`src/rtl/vdet_pkg.sv`:
```
package vdet_pkg;
  typedef enum logic [1:0] {
    MODE_OFF  = 2'd0,
    MODE_AUTO = 2'd1,
    MODE_CONT = 2'd2
  } vdet_mode_e;

  function automatic vdet_mode_e decode_mode(input logic en, input logic sel);
    if (en)       return MODE_CONT;
    else if (sel) return MODE_AUTO;
    else          return MODE_OFF;
  endfunction
endpackage

```
`src/rtl/vdet_ctl_regs.sv`:
```
module vdet_ctl_regs
  import vdet_pkg::*;
(
  input  logic       clk_i,
  input  logic       rst_ni,
  input  logic       we_i,
  input  logic       en_wr_i,
  input  logic       sel_wr_i,
  input  logic       sleep_req_i,
  input  logic       busy_i,
  output logic       sel_o,
  output vdet_mode_e mode_o
);
  logic en_q, sel_q;
  logic hw_clr;

  // hardware clear while a sleep waits on a running conversion
  assign hw_clr = sleep_req_i && busy_i;

  always_ff @(posedge clk_i or negedge rst_ni) begin
    if (!rst_ni) begin
      en_q  <= 1'b0;
      sel_q <= 1'b0;
    end else if (hw_clr) begin
      en_q  <= 1'b0;
      sel_q <= 1'b0;
    end else if (we_i) begin
      en_q  <= en_wr_i;
      sel_q <= sel_wr_i;
    end
  end

  assign sel_o  = sel_q;
  assign mode_o = decode_mode(en_q, sel_q);

  assert_ctl_clear_R9: assert property (@(posedge clk_i) disable iff (!rst_ni)
    (sleep_req_i && busy_i) |=> (mode_o == MODE_OFF));
endmodule

```
`src/rtl/vdet_sar.sv`:
```
module vdet_sar
  import vdet_pkg::*;
#(
  parameter int unsigned CODE_W = 4,
  parameter int unsigned TICKS_PER_BIT = 4
) (
  input  logic              clk_i,
  input  logic              rst_ni,
  input  vdet_mode_e        mode_i,
  input  logic              tick_fast_i,
  input  logic              tick_slow_i,
  input  logic              hold_i,
  input  logic              cmp_i,
  output logic [CODE_W-1:0] trial_o,
  output logic [CODE_W-1:0] level_o,
  output logic              busy_o,
  output logic              commit_o,
  output logic [CODE_W-1:0] commit_val_o
);
  localparam int unsigned CW = (TICKS_PER_BIT > 1) ? $clog2(TICKS_PER_BIT) : 1;
  localparam int unsigned IW = (CODE_W > 1) ? $clog2(CODE_W) : 1;
  localparam logic [CW-1:0] CNT_LAST = CW'(TICKS_PER_BIT - 1);
  localparam logic [IW-1:0] IDX_TOP  = IW'(CODE_W - 1);
  localparam logic [CODE_W-1:0] TRIAL_INIT = {1'b1, {(CODE_W-1){1'b0}}};

  logic              busy_q;
  logic [CW-1:0]     cnt_q;
  logic [IW-1:0]     idx_q;
  logic [CODE_W-1:0] trial_q, trial_nxt, level_q;
  logic              start, decide;

  assign start = !busy_q && !hold_i &&
                 (((mode_i == MODE_CONT) && tick_fast_i) ||
                  ((mode_i == MODE_AUTO) && tick_slow_i));
  assign decide   = busy_q && tick_fast_i && (cnt_q == CNT_LAST);
  assign commit_o = decide && (idx_q == '0);

  always_comb begin
    trial_nxt = trial_q;
    if (decide) begin
      trial_nxt[idx_q] = cmp_i;
      if (idx_q != '0) trial_nxt[idx_q - 1'b1] = 1'b1;
    end
  end

  always_ff @(posedge clk_i or negedge rst_ni) begin
    if (!rst_ni) begin
      busy_q  <= 1'b0;
      cnt_q   <= '0;
      idx_q   <= '0;
      trial_q <= '0;
      level_q <= '0;
    end else if (start) begin
      busy_q  <= 1'b1;
      cnt_q   <= '0;
      idx_q   <= IDX_TOP;
      trial_q <= TRIAL_INIT;
    end else if (busy_q && tick_fast_i) begin
      if (cnt_q == CNT_LAST) begin
        cnt_q   <= '0;
        trial_q <= trial_nxt;
        if (idx_q == '0) begin
          busy_q  <= 1'b0;
          level_q <= trial_nxt;
        end else begin
          idx_q <= idx_q - 1'b1;
        end
      end else begin
        cnt_q <= cnt_q + 1'b1;
      end
    end
  end

  assign trial_o      = trial_q;
  assign level_o      = level_q;
  assign busy_o       = busy_q;
  assign commit_val_o = trial_nxt;

  assert_trial_start_R4: assert property (@(posedge clk_i) disable iff (!rst_ni)
    $rose(busy_q) |-> (trial_q == TRIAL_INIT));
  assert_level_hold_R5: assert property (@(posedge clk_i) disable iff (!rst_ni)
    !$stable(level_q) |-> $fell(busy_q));
  assert_no_start_hold_R11: assert property (@(posedge clk_i) disable iff (!rst_ni)
    (hold_i && !busy_q) |=> !busy_q);
  assert_off_idle_R1: assert property (@(posedge clk_i) disable iff (!rst_ni)
    (mode_i == MODE_OFF && !busy_q) |=> !busy_q);
endmodule

```
`src/rtl/vdet_guard.sv`:
```
module vdet_guard #(
  parameter int unsigned CODE_W = 4
) (
  input  logic              clk_i,
  input  logic              rst_ni,
  input  logic              sleep_req_i,
  input  logic              busy_i,
  input  logic              commit_i,
  input  logic [CODE_W-1:0] commit_val_i,
  input  logic [CODE_W-1:0] level_i,
  input  logic              strap_i,
  output logic              osc_stop_o,
  output logic              por_req_o
);
  logic osc_q, por_q;

  always_ff @(posedge clk_i or negedge rst_ni) begin
    if (!rst_ni) begin
      osc_q <= 1'b0;
      por_q <= 1'b0;
    end else begin
      osc_q <= sleep_req_i && !busy_i;
      if (commit_i) por_q <= strap_i && (commit_val_i == '0);
    end
  end

  assign osc_stop_o = osc_q;
  assign por_req_o  = por_q;

  assert_grant_wait_R8: assert property (@(posedge clk_i) disable iff (!rst_ni)
    busy_i |-> !osc_stop_o);
  assert_por_cause_R12: assert property (@(posedge clk_i) disable iff (!rst_ni)
    $rose(por_q) |-> ($past(strap_i) && (level_i == '0)));
endmodule

```
`src/rtl/vdet_ctrl.sv`:
```
module vdet_ctrl
  import vdet_pkg::*;
#(
  parameter int unsigned CODE_W = 4,
  parameter int unsigned TICKS_PER_BIT = 4
) (
  input  logic              clk_i,
  input  logic              rst_ni,
  input  logic              ctl_we_i,
  input  logic              ctl_en_i,
  input  logic              ctl_sel_i,
  input  logic              tick_fast_i,
  input  logic              tick_slow_i,
  input  logic              cmp_hi_i,
  input  logic              sleep_req_i,
  input  logic              rst_opt_i,
  output logic [CODE_W-1:0] trial_o,
  output logic [CODE_W-1:0] level_o,
  output logic              busy_o,
  output logic              sel_o,
  output logic              osc_stop_o,
  output logic              por_req_o
);
  vdet_mode_e        mode;
  logic              busy, commit;
  logic [CODE_W-1:0] commit_val, level;

  vdet_ctl_regs u_regs (
    .clk_i       (clk_i),
    .rst_ni      (rst_ni),
    .we_i        (ctl_we_i),
    .en_wr_i     (ctl_en_i),
    .sel_wr_i    (ctl_sel_i),
    .sleep_req_i (sleep_req_i),
    .busy_i      (busy),
    .sel_o       (sel_o),
    .mode_o      (mode)
  );

  vdet_sar #(.CODE_W(CODE_W), .TICKS_PER_BIT(TICKS_PER_BIT)) u_sar (
    .clk_i        (clk_i),
    .rst_ni       (rst_ni),
    .mode_i       (mode),
    .tick_fast_i  (tick_fast_i),
    .tick_slow_i  (tick_slow_i),
    .hold_i       (sleep_req_i),
    .cmp_i        (cmp_hi_i),
    .trial_o      (trial_o),
    .level_o      (level),
    .busy_o       (busy),
    .commit_o     (commit),
    .commit_val_o (commit_val)
  );

  vdet_guard #(.CODE_W(CODE_W)) u_guard (
    .clk_i        (clk_i),
    .rst_ni       (rst_ni),
    .sleep_req_i  (sleep_req_i),
    .busy_i       (busy),
    .commit_i     (commit),
    .commit_val_i (commit_val),
    .level_i      (level),
    .strap_i      (rst_opt_i),
    .osc_stop_o   (osc_stop_o),
    .por_req_o    (por_req_o)
  );

  assign busy_o  = busy;
  assign level_o = level;
endmodule

```
`config.mk`:
```
export PLATFORM = sky130hd
export DESIGN_NAME = vdet_ctrl
export DESIGN_NICKNAME = d
export VERILOG_FILES = /design/src/rtl/vdet_pkg.sv /design/src/rtl/vdet_ctl_regs.sv /design/src/rtl/vdet_sar.sv /design/src/rtl/vdet_guard.sv /design/src/rtl/vdet_ctrl.sv
export SDC_FILE = /design/constraint.sdc
export NUM_CORES = 1
export LEC_CHECK = 0
export BUFFER_PORTS_ARGS = -buffer_cell sky130_fd_sc_hd__buf_2
export CORE_MARGIN = 2
export CORE_UTILIZATION = 55
export DETAILED_ROUTE_END_ITERATION = 6
export GPL_TIMING_DRIVEN = 0
export PLACE_DENSITY = 0.91
export RECOVER_POWER = 25
export SLEW_MARGIN = 20
export SYNTH_ARGS = -nofsm -noshare
export SYNTH_HDL_FRONTEND = slang
export SYNTH_SLANG_ARGS = --single-unit
```
`constraint.sdc`:
```
create_clock -name clk_i -period 2.3 [get_ports clk_i]
set_input_delay 0.23 -clock clk_i [delete_from_list [all_inputs] [get_ports clk_i]]
set_output_delay 0.23 -clock clk_i [all_outputs]
set_load 0.01 [all_outputs]
```
==> Yosys cells after proc, flatten, opt, wreduce, memory -nomap -nowiden <==
Cells that the tools add are included.
{ "word_totals": {"wordCells": 74, "reg_bits": 17, "input_bits": 10} }
{ "classes": {"n_bitwise": 2, "reduce_logical": 26, "n_eq_ne": 4, "addsub": 2, "order_cmp": 4, "n_mux": 27} }
{ "op_table": {"columns": ["operator", "count"], "rows": [
  ["$mux 4", 5],
  ["$mux 2", 8],
  ["$logic_and 1x1->1", 12],
  ["$mux 1", 11],
  ["$reduce_bool 2->1", 5],
  ["$lt 2x3->1 const B", 2],
  ["$reduce_and 3->1", 2],
  ["$bwmux 4", 1],
  ["$demux 1 s2", 2],
  ["$eq 2x2->1 const B", 2],
  ["$ge 2x1->1 const B", 2],
  ["$logic_not 4->1", 1],
  ["$or 4x4->4", 1],
  ["$reduce_and 4->1", 1],
  ["$add 2x1->2 const B", 1],
  ["$eq 2x1->1 const B", 1],
  ["$logic_not 1->1", 2],
  ["$logic_not 2->1", 1],
  ["$ne 2x1->1 const B", 1],
  ["$reduce_and 2->1", 1],
  ["$sub 2x1->2 const B", 1],
  ["$logic_or 1x1->1", 1],
  ["$not 1->1", 1]
]} }

==> Logic depth before layout (Yosys ltp) <==
{ "depth": {"depth_word": 11, "mapped_depth": 6} }

==> Modules after synthesis <==
A second synthesis with hierarchy kept.
{ "unflattened": {"cells_unflattened": 99, "area_unflattened_um2": 964.7} }
{ "by_module_without_submodules": {"columns": ["module", "area_per_inst_um2", "n_inst", "cells_per_inst", "seq_area_each_um2"], "rows": [
  ["vdet_sar", 783.3, 1, 85, 325.3],
  ["vdet_ctl_regs", 93.8, 1, 8, 50.0],
  ["vdet_guard", 87.6, 1, 6, 50.0]
]} }

==> Least setup slack after synthesis <==
Ideal clock, no wire load.
{ "synth_path": {"path_kind": "register to register", "start": "reg u_sar.idx_q[0]", "end": "reg u_guard.por_q, in the netlist u_guard.por_req_o", "t_required_ns": 2.178, "path_slack_ns": 0.712, "path_buffers": 0, "stages_incl_launch_ff": 7, "arrival_time_ns": 1.467, "path_cell_list": "dfrtp_1 -> inv_1 -> ha_1 -> nand2b_1 -> a21oi_1 -> o21ai_0 -> a32o_1"} }
{ "synth_between": {"elab_chain_cells": 10, "word_cells_on_any_way": 20, "classes_between": "add/sub: 1; order compare: 4; mux: 7; bitwise: 1; reduce/logical: 7"} }
{ "synth_lines": {"columns": ["item", "line_no", "text"], "rows": [
  ["start: declaration", "vdet_sar.sv:28", "logic [IW-1:0] idx_q;"],
  ["start signal: assignment", "vdet_sar.sv:66", "idx_q <= idx_q - 1'b1;"],
  ["$sub 2x1->2 (tied with other cells)", "vdet_sar.sv:42", "if (idx_q != '0) trial_nxt[idx_q - 1'b1] = 1'b1;"],
  ["$lt 2x3->1 (implied by the code) (tied with other cells)", "vdet_sar.sv:42", null],
  ["$logic_and 1x1->1 (implied by the code) or $mux 1 (tied branches)", "vdet_sar.sv:42, vdet_sar.sv:41", null],
  ["$mux 1 (implied by the code) or $demux 1 s2 (tied branches)", null, null],
  ["$demux 1 s2 or $bwmux 4 (tied branches)", null, null],
  ["$or 4x4->4 (no source line)", null, null],
  ["$mux 4", "vdet_sar.sv:42", null],
  ["$mux 4", "vdet_sar.sv:40", "if (decide) begin"],
  ["$logic_not 4->1", "vdet_guard.sv:23", "if (commit_i) por_q <= strap_i && (commit_val_i == '0);"],
  ["$logic_and 1x1->1", "vdet_guard.sv:23", null],
  ["end signal: assignment", "vdet_guard.sv:23", null],
  ["end: declaration", "vdet_guard.sv:15", "logic osc_q, por_q;"]
]} }
Parallel ways exist; a longest one is shown, timed or not.
A chain may end at the register's enable or synchronous reset.

==> Worst setup path after layout <==
Same ends and word-level chain as after synthesis.

==> flow_metrics.tcl <==
set metrics [dict create \
    ir_drop_mv 0.6151 \
    synthCells 88 \
    slew_headroom 0.4157 \
    internal-power_mw 0.6906 \
    ys_seq_area_frac 0.4645 \
    cts_resized 0 \
    min_path_type "in2reg" \
    critPathCaptureType "register" \
    layout-drive-gt1-share 0.2719 \
    drt_iter0_drc 16 \
    clkLatencyLatePin_ps 300 \
    clk_pin_slew_worst_paths_ps 100 \
    cp_max_fo 8 \
    post-route-period-util 0.7986 \
    wl_per_cell_um 14.29 \
    finalHoldViolations 0 \
    path_cells "inv_1 -> ha_1 -> nand2b_1 -> nand4b_1 -> o21ai_0 -> a32o_1" \
    cp.buffers_inverters 1 \
    dp_hpwl_um 1377 \
    clockBufferDepth 2 \
    core-area_mm2 0.001541 \
    fmax_mhz 544.5 \
    start_util 0.5942 \
    syn-num-nets 104 \
    grt_pass1_wl_um 2898 \
    detail-route-antenna-nets 0 \
    cpPeakStageDelay_ps 520 \
    switching_share 0.4051 \
    synthMuxAreaShare 0.05601 \
    fin_nets 131 \
    avgSynthCellArea_um2 10.41 \
    grt_usage 0.2039 \
    fin_tns_setup_ps 0 \
    run_status "complete, no violations" \
    mostFrequentLayoutCells "buf_2, dfrtp_1, nor2_1, nand2_1" \
    postLayoutCellArea_mm2 0.001077 \
    utilization 0.6989 \
    yosys.area_share.simple 0.1913 \
    firstDrtPassIters 4 \
    leakagePower_nw 0.5487 \
    power.density_mw_per_mm2 1077 \
    fin_crit_ps 1837 \
    vias 763 \
    drc_errors 0 \
    p_switching_mw 0.4702 \
    yosysWarnings 0 \
    comb_power_share 0.448 \
    routabilityCongestion 0.7629 \
    h-tree-depth 1 \
    finalPower_mw 1.161 \
    critPathSlowestCell "dfrtp_1" \
    die_height_um 44.81 \
    ys_types 30 \
    final_common_cell "buf_2" \
    ys_ff_latch 17 \
    grt_pass1_vias 702 \
    wirelength_um 1858 \
    synthXorXnorAreaFrac 0.009563 \
    worstMarginPinSlew_ps 876.5 \
    power.clock.fraction 0.138 \
    synth-compound-area-share 0.1557 \
    area_growth_pct 17.62 \
    grt_max_degree 18 \
    cp.arrival_ps 2030 \
    placed_area_mm2 0.001041 \
    worst-setup-path-type "reg2reg" \
    antenna_found_initial 0 \
    slew_viol_final 0 \
    critical_path_required_ps 2490 \
    synth_fa_ha_area_frac 0.08197 \
    reg2reg_slack_ps 460 \
    cap_violations 0 \
    synth_top_family_by_area "simple AND/OR/NAND/NOR gates" \
    via_per_inst 5.869 \
    num_antenna_cells 0 \
    root_buffer "clkbuf_4" \
    synth_area_um2 915.9 \
    dieArea_mm2 0.002007 \
    rsz0062_at_grt "no" \
    seqPwrFrac 0.414 \
    finalSetupViolCount 0 \
    cts_buffers 3 \
    crit_family "flip-flops" \
    io_pins 22 \
    skew_ps 8.169 \
    critPathLaunchType "register" \
    overflow 0 \
    fp.dieW_um 44.81 \
    io_buffers 21 \
    cts_tree "built" \
    cts_sinks 17 \
    rows 14 \
    hold_ws_ps 174.1 \
]
[routing by layer]
| metal | part of all wire | up-vias | routed length (um) | global-route usage |
|---|---|---|---|---|
| met3 | 0.050 | 11 | 92 | 0.04000 |
| met5 | 0 | - | 0 | 0 |
| met1 | 0.42 | 361 | 789 | 0.2377 |
| met2 | 0.49 | 31 | 917 | 0.3478 |
| li1 | - | 360 | - | - |
| met4 | 0.031 | 0 | 58 | 0.1176 |
[final timing paths]
check,from,to,depth (start not counted)
worst max-delay path,u_sar.idx_q[0],u_guard.por_req_o,6
worst min-delay path,sleep_req_i,u_regs.sel_o,2
worst max register to register,u_sar.idx_q[0],u_guard.por_req_o,6
worst min register to register,u_sar.level_o[0],u_sar.level_o[0],2
max in group asynchronous,rst_ni,u_sar.idx_q[1],2
min in group asynchronous,rst_ni,u_sar.level_o[0],2
[area by class of cell]
| type | count | area [um^2] |
|---|---|---|
| tap | 16 | 20.02 |
| fill | 121 | 464.2 |
| timing repair buffer | 22 | 113.9 |
| clock inverter | 1 | 5.005 |
| buffer | 2 | 22.52 |
| clock buffer | 3 | 22.52 |
| sequential | 17 | 425.4 |
| inverter | 4 | 15.01 |
| multi-input combinational | 65 | 452.9 |
[cells by family after synthesis]
family                     count (synthesis)
and+or+nand+nor                           33
AOI/OAI and AO/OA                         20
DFF                                       17
buffers and inverters                      6
adders and majority gates                  6
muxes                                      5
xor gates and xnor gates                   1
[power by group through the flow]
| stage | registers (mW) | logic, mW | clock network, mW |
|---|---|---|---|
| 2_1_floorplan | 0.498 | 0.344 | 0 |
| 3_3_place_gp | 0.472 | 0.491 | 0 |
| 3_5_place_dp | 0.482 | 0.511 | 0 |
| 4_1_cts | 0.477 | 0.518 | 0.165 |
| 5_1_grt | 0.488 | 0.578 | 0.179 |
| 6_report | 0.481 | 0.520 | 0.160 |
[state kept, by name (all words and copies together) (netlist names), 2 cells and up]
register,count
u_sar.cnt_q,2
u_sar.level_o,4
u_sar.trial_o,4
u_sar.idx_q,2
[Yosys cell counts]
master | instances | area [um^2]
mux2i_1 | 4 | 40.04
or3_1 | 1 | 6.260
nor3_1 | 3 | 15.01
nand4b_1 | 1 | 8.760
xnor2_1 | 1 | 8.760
nor2_1 | 9 | 33.78
a211oi_1 | 1 | 7.510
and3_1 | 1 | 6.260
nor3_2 | 1 | 10.01
nand2_4 | 1 | 11.26
and2_1 | 1 | 6.260
a21o_1 | 1 | 7.510
o21a_1 | 2 | 15.01
and2b_1 | 1 | 7.510
a21oi_1 | 5 | 25.02
buf_6 | 2 | 22.52
o22ai_1 | 2 | 12.51
inv_1 | 4 | 15.01
nand3b_1 | 1 | 7.510
nand3_1 | 3 | 15.01
nor4b_1 | 1 | 8.760
mux2_2 | 1 | 11.26
o21ai_0 | 6 | 30.03
nand2_1 | 7 | 26.28
a211oi_4 | 1 | 20.02
a2bb2oi_2 | 1 | 15.01
ha_1 | 6 | 75.07
a32o_1 | 1 | 10.01
nand2b_1 | 2 | 12.51
dfrtp_1 | 17 | 425.4
[what timing repair did]
item	in CTS	in global routing
hold buffers	1	0
endpoints found under the setup margin	0	0
setup buffers	0	0
hold endpoints to repair	17	0
[through the flow]
stage	setup WS, ps	cells
after floorplan	711.7	88
after global placement	589.0	125
after global routing	403.8	130
after CTS	470.3	130
after detailed placement	532.4	125
final	463.3	130
(Power assumes the default switching activity.)
